**src/rtl/srch_accel.sv**
```systemverilog
module srch_accel #(
  parameter int ID_BITS = 64
) (
  input  logic       clk,
  input  logic       rst_n,
  input  logic       acc_on,
  input  logic       in_valid,
  input  logic [7:0] in_byte,
  output logic       in_ready,
  output logic       slot_start,
  output logic       slot_write,
  output logic       slot_wbit,
  input  logic       slot_done,
  input  logic       slot_rbit,
  output logic       out_valid,
  output logic [7:0] out_byte,
  output logic       pass_last
);
  localparam int NBYTE = ID_BITS / 4;
  localparam int BW = (NBYTE > 1) ? $clog2(NBYTE) : 1;

  typedef enum logic [1:0] {S_IDLE, S_RD0, S_RD1, S_WR} st_t;

  st_t           st;
  logic          acc_q, issued, err_q, b0_q, b2_q, d_q;
  logic [1:0]    sub;
  logic [7:0]    byte_q, resp, resp_n;
  logic [BW-1:0] cnt;

  logic live, done, branch, none, conflict, b2_n, d_n;

  assign live       = acc_on && acc_q;
  assign in_ready   = live && (st == S_IDLE);
  assign slot_start = live && (st != S_IDLE) && !issued;
  assign slot_write = (st == S_WR);
  assign slot_wbit  = b2_q;
  assign done       = slot_done && issued;
  assign branch     = byte_q[{sub, 1'b1}];
  assign none       = b0_q && slot_rbit;
  assign conflict   = !b0_q && !slot_rbit;
  assign b2_n       = (err_q || none) ? 1'b1 : (conflict ? branch : b0_q);
  assign d_n        = err_q || none || conflict;

  always_comb begin
    resp_n = resp;
    resp_n[{sub, 1'b1}] = b2_q;
    resp_n[{sub, 1'b0}] = d_q;
  end

  always_ff @(posedge clk or negedge rst_n) begin
    if (!rst_n) begin
      st        <= S_IDLE;
      acc_q     <= 1'b0;
      issued    <= 1'b0;
      err_q     <= 1'b0;
      b0_q      <= 1'b0;
      b2_q      <= 1'b0;
      d_q       <= 1'b0;
      sub       <= '0;
      byte_q    <= '0;
      resp      <= '0;
      cnt       <= '0;
      out_valid <= 1'b0;
      out_byte  <= '0;
      pass_last <= 1'b0;
    end else begin
      acc_q     <= acc_on;
      out_valid <= 1'b0;
      pass_last <= 1'b0;
      if (!live) begin
        st     <= S_IDLE;
        issued <= 1'b0;
        sub    <= '0;
        err_q  <= 1'b0;
        cnt    <= '0;
      end else begin
        if (slot_start) issued <= 1'b1;
        case (st)
          S_IDLE: if (in_valid) begin
            byte_q <= in_byte;
            sub    <= '0;
            st     <= S_RD0;
          end
          S_RD0: if (done) begin
            b0_q   <= slot_rbit;
            issued <= 1'b0;
            st     <= S_RD1;
          end
          S_RD1: if (done) begin
            b2_q   <= b2_n;
            d_q    <= d_n;
            err_q  <= err_q || none;
            issued <= 1'b0;
            st     <= S_WR;
          end
          S_WR: if (done) begin
            resp   <= resp_n;
            issued <= 1'b0;
            if (sub == 2'd3) begin
              out_byte  <= resp_n;
              out_valid <= 1'b1;
              pass_last <= (cnt == BW'(NBYTE - 1));
              cnt       <= cnt + 1'b1;
              st        <= S_IDLE;
            end else begin
              sub <= sub + 1'b1;
              st  <= S_RD0;
            end
          end
          default: st <= S_IDLE;
        endcase
      end
    end
  end
endmodule

```
**config.mk**
```make
export PLATFORM = sky130hd
export DESIGN_NAME = srch_accel
export DESIGN_NICKNAME = d
export VERILOG_FILES = /design/src/rtl/srch_accel.sv
export SDC_FILE = /design/constraint.sdc
export NUM_CORES = 1
export LEC_CHECK = 0
export BUFFER_PORTS_ARGS = -buffer_cell sky130_fd_sc_hd__buf_2
export CELL_PAD_IN_SITES_DETAIL_PLACEMENT = 0
export CELL_PAD_IN_SITES_GLOBAL_PLACEMENT = 1
export CORE_MARGIN = 5
export CORE_UTILIZATION = 36
export CTS_CLUSTER_SIZE = 25
export DETAILED_ROUTE_END_ITERATION = 10
export GPL_ROUTABILITY_DRIVEN = 0
export PLACE_DENSITY_LB_ADDON = 0.1
export SLEW_MARGIN = 0
export SYNTH_ARGS = -nofsm -noshare
export SYNTH_HDL_FRONTEND = slang
export SYNTH_SLANG_ARGS = --single-unit
```
**constraint.sdc**
```tcl
create_clock -name clk -period 3.13 [get_ports clk]
set_clock_uncertainty 0.2 [all_clocks]
set_input_delay 0.626 -clock clk [delete_from_list [all_inputs] [get_ports clk]]
set_output_delay 0.626 -clock clk [all_outputs]
set_load 0.1 [all_outputs]
```
==> results of run 1 <==
==> per-stage QoR <==
step	hold slack [ns]	utilization, %	cell area [um2]	setup slack (ns)	power [mW]
floorplan	0.1304	-	1687	0.3352	0.5176
global placement	0.2842	41.30	1836	0.7294	0.5429
detailed placement	0.2900	41.30	1836	0.6834	0.5448
CTS	0.2342	43.83	1948	0.4992	0.9594
global route	0.2842	43.83	1948	0.4371	0.9844
finish	0.2134	43.83	1948	0.5157	0.9386
==> cell usage after synthesis, drive strengths merged, types with 3 or more instances <==
cell / number
nor2: 5
mux2i: 3
dfrtp: 34
mux2: 25
inv: 6
buf: 3
or3: 3
nand3: 5
nand2: 8
ha: 10
a21oi: 8
==> how the worst max path moves through the flow <==
| stage | from | end | slack, ns | cells past startpoint |
|---|---|---|---|---|
| 2_1_floorplan | acc_on | slot_start | 0.34 | 2 |
| 5_1_grt | st[0]$_DFFE_PN0P_ | in_ready | 0.44 | 4 |
| 4_1_cts | st[0]$_DFFE_PN0P_ | in_ready | 0.50 | 4 |
| 3_3_place_gp | acc_on | slot_start | 0.73 | 4 |
| 3_5_place_dp | acc_on | slot_start | 0.68 | 4 |
| 6_report | st[0]$_DFFE_PN0P_ | in_ready | 0.52 | 4 |
==> cells by family (layout without fill, tap and decap cells) <==
kind of cell	Yosys count	count (layout)	share of synthesized area, %
DFF	34	34	50.60
and+or+nand+nor	34	34	11.53
muxes	29	29	19.87
AOI/OAI and AO/OA	17	17	6.325
adders and majority gates	10	10	7.440
buffers and inverters	9	36	3.199
xor gates and xnor gates	2	2	1.042
==> registers in the layout, indices dropped and copies added, names as in the netlist <==
signal / count
acc_q: 1
b0_q: 1
byte_q: 4
cnt: 4
d_q: 1
err_q: 1
issued: 1
out_byte: 8
out_valid: 1
pass_last: 1
resp: 6
slot_wbit: 1
st: 2
sub: 2
==> per-layer routing <==
| layer | routed length, um | track usage, % | part of all wire [%] | vias up |
|---|---|---|---|---|
| met5 | 0 | 0 | 0 | - |
| met4 | 69 | 5.245 | 2.2 | 0 |
| met3 | 150 | 3.776 | 4.8 | 7 |
| met2 | 1452 | 17.98 | 47 | 21 |
| met1 | 1442 | 14.09 | 46 | 543 |
| li1 | - | - | - | 537 |
==> critical path, delay by kind of cell (launching register included) <==
kind	cells	cell delay (ns)
adder cells (fa/ha/maj)	1	0.33
AND/OR/NAND/NOR	1	0.23
buffers and inverters	2	0.53
flip-flops	1	0.41
==> area by class of cell <==
class | count | area (um2)
well taps | 52 | 65.06
clock buffers | 6 | 82.58
inverters | 6 | 22.52
fillers | 430 | 2496
flip-flops and latches | 34 | 850.8
repair buffers | 23 | 115.1
clock inverters | 1 | 30.03
multi-input cells | 92 | 782.0
==> report_power, final <==
group | switching [mW] | leakage, nW | internal, mW | total, mW
Combinational | 0.0423 | 0.446 | 0.0290 | 0.0713
Sequential | 0.00925 | 0.464 | 0.454 | 0.464
Clock | 0.149 | 0.0573 | 0.254 | 0.404
Total | 0.201 | 0.967 | 0.738 | 0.939
==> flow_summary.json, run 1 <==
{
  "rows": 24,
  "status": "completed",
  "cp_max_fo": 7,
  "drt_wl_total_um": 3113,
  "die-area_um2": 6138,
  "hpwlAfterDp_um": 2243,
  "drc": 0,
  "slowest_delay_ns": 0.42,
  "start_kind": "flop",
  "crit_chain": "inv_1 > ha_1 > and3_2 > buf_2",
  "async_flop_share_pct": 100.0,
  "powerDensity_nw_per_um2": 481.8,
  "critPathRequiredTime_ns": 2.30,
  "clock-root-buffer": "clkbuf_8",
  "ys.warnings.count": 0,
  "syn_area_um2": 1682,
  "io_buffers": 23,
  "h-tree-depth": 2,
  "layout.nets": 186,
  "max_freq_ghz": 0.3825,
  "core_area_um2": 4444,
  "crit_path_top_delay_cell": "buf_2",
  "hp-class": "in -> async",
  "synth.largest_area_cell": "dfrtp_1",
  "relSlewSlack_pct": 48.84,
  "grt_overflow_total": 0,
  "antenna_cells": 0,
  "route.detailed.wl_per_inst_um": 14.55,
  "netlist_instances": 135,
  "cts.sinks": 34,
  "dp_cells": 207,
  "r2r_cells": 5,
  "grt_pass1_wl_um": 5437,
  "tns_ns": 0,
  "viasPerCell": 5.178,
  "final_common_cell": "dfrtp_1",
  "synth.area.top_cells": "dfrtp_1, mux2_2, ha_1",
  "ys_seq_elements": 34,
  "finalHoldViolations": 0,
  "ctsResizeCount": 0,
  "num_vias": 1108,
  "die_w_um": 78.35,
  "r2r_end": "sub[0]$_DFFE_PN0P_",
  "slew_viol_final": 0,
  "clock_latency_ns": 0.28,
  "p_leak_nw": 0.9672,
  "clkTransAtPathRegs_ns": 0.07,
  "grt_usage_pct": 11.37,
  "cp-end-kind": "output pin",
  "reg2reg_slack_ns": 1.11,
  "cap_viol_max_count": 0,
  "cts_tree": "built",
  "synthFlopType": "dfrtp_1",
  "drt_first_pass_iters": 4,
  "worstMarginPinSlew_ns": 0.7674,
  "synth_edf_count": 0,
  "initial_core_util_pct": 37.84,
  "path_class": "reg -> out",
  "cts_hold_buf": 0,
  "clock_path_buffers": 2,
  "fin_crit_sh_pct": 83.53,
  "setup_viol": 0,
  "synth-seq-area-share_pct": 50.60,
  "fin_cells": 214,
  "grt_max_degree": 35,
  "drive_gt1_share_pct": 37.65,
  "rsz0062_at_grt": "false",
  "postCtsSetupBuffers": 0,
  "pin_count": 28,
  "ys_types": 35,
  "grt_pass1_vias": 1165,
  "syn2layout_area_growth_pct": 15.85,
  "synthDominantCellAreaShare_pct": 50.60,
  "syn-num-nets": 159,
  "numCtsBuffers": 5,
  "drt_iter0_markers": 37,
  "syn_avg_cell_area_um2": 12.46,
  "ant_nets": 0,
  "die_h_um": 78.35,
  "final_cell_mix": "dfrtp_1, mux2_2, buf_2, ha_1",
  "worstReg2RegStart": "st[0]$_DFFE_PN0P_",
  "ir_drop_mv": 0.3121,
  "cp.arrival_ns": 1.79,
  "timing.final.crit_period_ns": 2.614,
  "antenna_found_initial": 0
}
Note: power is estimated with default switching activity, not from simulation.
==> inputs of run 2 (changes only) <==
- clock period: 3.13 -> 2.53 ns (I/O delays scaled with it)
==> run 2 against run 1 <==
- final area rose by 0.71%
- flip-flop and latch count did not move
- clock power rose by 3%
- first-iteration DRC count rose by 14%
- non-clock buffer count rose by 1
- wire length rose by 2.2%
- global-route usage rose by 0.45 points
- register-to-register slack got worse by 0.63 ns
- via count fell by 0.18%
- die area did not move
==> flow_summary.json, run 2 (same netlist as run 1, synthesis figures left out) <==
{
  "ant_nets": 0,
  "cts_tree": "built",
  "cts.sinks": 34,
  "worstMarginPinSlew_ns": 0.7481,
  "switching_share_pct": 24.42,
  "grt_pass1_vias": 1203,
  "io_buffers": 23,
  "final_cell_mix": "dfrtp_1, mux2_2, buf_2, ha_1",
  "drive_gt1_share_pct": 38.41,
  "crit_buf_inv": 2,
  "cp-end-kind": "output pin",
  "largestRegisters": "out_byte: 8 flops, resp: 6 flops",
  "slew_viol_final": 0,
  "final_common_cell": "dfrtp_1",
  "clock_latency_ns": 0.29,
  "initial_core_util_pct": 37.84,
  "regArea_um2": 850.8,
  "crit_path_top_delay_cell": "dfrtp_1",
  "finalInstanceArea_um2": 1962,
  "die_w_um": 78.35,
  "clkTransAtPathRegs_ns": 0.08,
  "tns_ns": 0,
  "cp.arrival_ns": 1.67,
  "hpwlAfterDp_um": 2284,
  "finalHoldViolations": 0,
  "route.detailed.wl_per_inst_um": 14.73,
  "pin_count": 28,
  "core_area_um2": 4444,
  "relSlewSlack_pct": 50.13,
  "antenna_cells": 0,
  "h-tree-depth": 2,
  "die-area_um2": 6138,
  "p_comb_share_pct": 8.7,
  "drc": 0,
  "viasPerCell": 5.120,
  "dpl_cell_area_um2": 1864,
  "grt_max_degree": 35,
  "layout.nets": 187,
  "path_class": "reg -> out",
  "internal-power_uw": 821.2,
  "p_seq_share_pct": 52.8,
  "critPathRequiredTime_ns": 1.82,
  "crit_chain": "inv_1 > ha_1 > nor3_4 > clkbuf_4",
  "clock-root-buffer": "clkbuf_8",
  "syn2layout_area_growth_pct": 16.67,
  "max_flop_register": "out_byte",
  "drt_iter0_markers": 42,
  "rsz0062_at_grt": "false",
  "grt_pass1_wl_um": 5651,
  "slowest_delay_ns": 0.40,
  "p_switching_uw": 265.4,
  "hp-class": "in -> async",
  "drt_wl_total_um": 3181,
  "numCtsBuffers": 5,
  "timing.final.crit_period_ns": 2.376,
  "cp_max_fo": 7,
  "grt_usage_pct": 11.82,
  "fin_crit_sh_pct": 93.90,
  "rows": 24,
  "grt_overflow_total": 0,
  "path_delay_family": "buffers and inverters",
  "die_h_um": 78.35,
  "fillers": 440,
  "max_freq_ghz": 0.4209,
  "drt_first_pass_iters": 3,
  "largest_register_ffs": 8,
  "antenna_found_initial": 0,
  "clock_power_share_pct": 38.4,
  "cap_viol_max_count": 0,
  "multi_input_area_um2": 788.3,
  "ir_drop_mv": 0.3082,
  "p_leak_nw": 0.9649,
  "status": "completed",
  "clock_path_buffers": 2,
  "powerDensity_nw_per_um2": 553.8,
  "start_kind": "flop",
  "num_vias": 1106,
  "postCtsSetupBuffers": 0,
  "setup_viol": 0
}
==> run 2: power groups by stage <==
stage               sequential [mW]  combinational (mW)  clock, mW
finish                        0.574              0.0947      0.418
global placement              0.583              0.0948          0
CTS                           0.574              0.0966      0.433
floorplan                     0.582              0.0601          0
global route                  0.578               0.107      0.460
detailed placement            0.584              0.0967          0
==> run 2: worst paths after layout <==
check	from	to	slack [ns]	cells past startpoint
max	st[0]$_DFFE_PN0P_	slot_start	0.15	4
min	rst_n	out_valid$_DFF_PN0_	0.08	1
max in group asynchronous	rst_n	byte_q[7]$_DFFE_PN0P_	1.57	1
min in group clk	acc_on	acc_q$_DFF_PN0_	0.18	1
min reg2reg	out_byte[0]$_DFFE_PN0P_	out_byte[0]$_DFFE_PN0P_	0.30	1
max reg2reg	st[0]$_DFFE_PN0P_	sub[0]$_DFFE_PN0P_	0.48	5
==> run 2: cell type report <==
class / count / area share, %
repair buffers: 24 / 7.143
multi-input cells: 92 / 40.18
flip-flops and latches: 34 / 43.37
clock inverters: 2 / 0.6378
inverters: 6 / 1.148
clock buffers: 6 / 4.209
well taps: 52 / 3.316
==> run 2: per-layer routing <==
layer	share of wire [%]	GRT usage (%)	wire length, um
met3	4.0	3.547	128
met4	1.4	5.245	45
met1	48	14.78	1517
met5	0	0	0
met2	47	18.92	1489
==> run 2: timing repair <==
item | in CTS | in global routing
gates resized for setup | 0 | 1
endpoints found under the setup margin | 0 | 1
hold buffers | 0 | 0
==> run 2: metrics by stage <==
step	hold slack [ns]	power, mW	cells	worst slack [ns]	utilization, %
after floorplan	0.01041	0.6417	135	0.1020	-
after global placement	0.2838	0.6783	208	0.4158	41.95
after detailed placement	0.2915	0.6811	208	0.3798	41.95
after CTS	0.1069	1.104	216	0.06191	44.09
after global routing	0.1624	1.145	216	0.07191	44.14
final	0.07790	1.087	216	0.1544	44.14
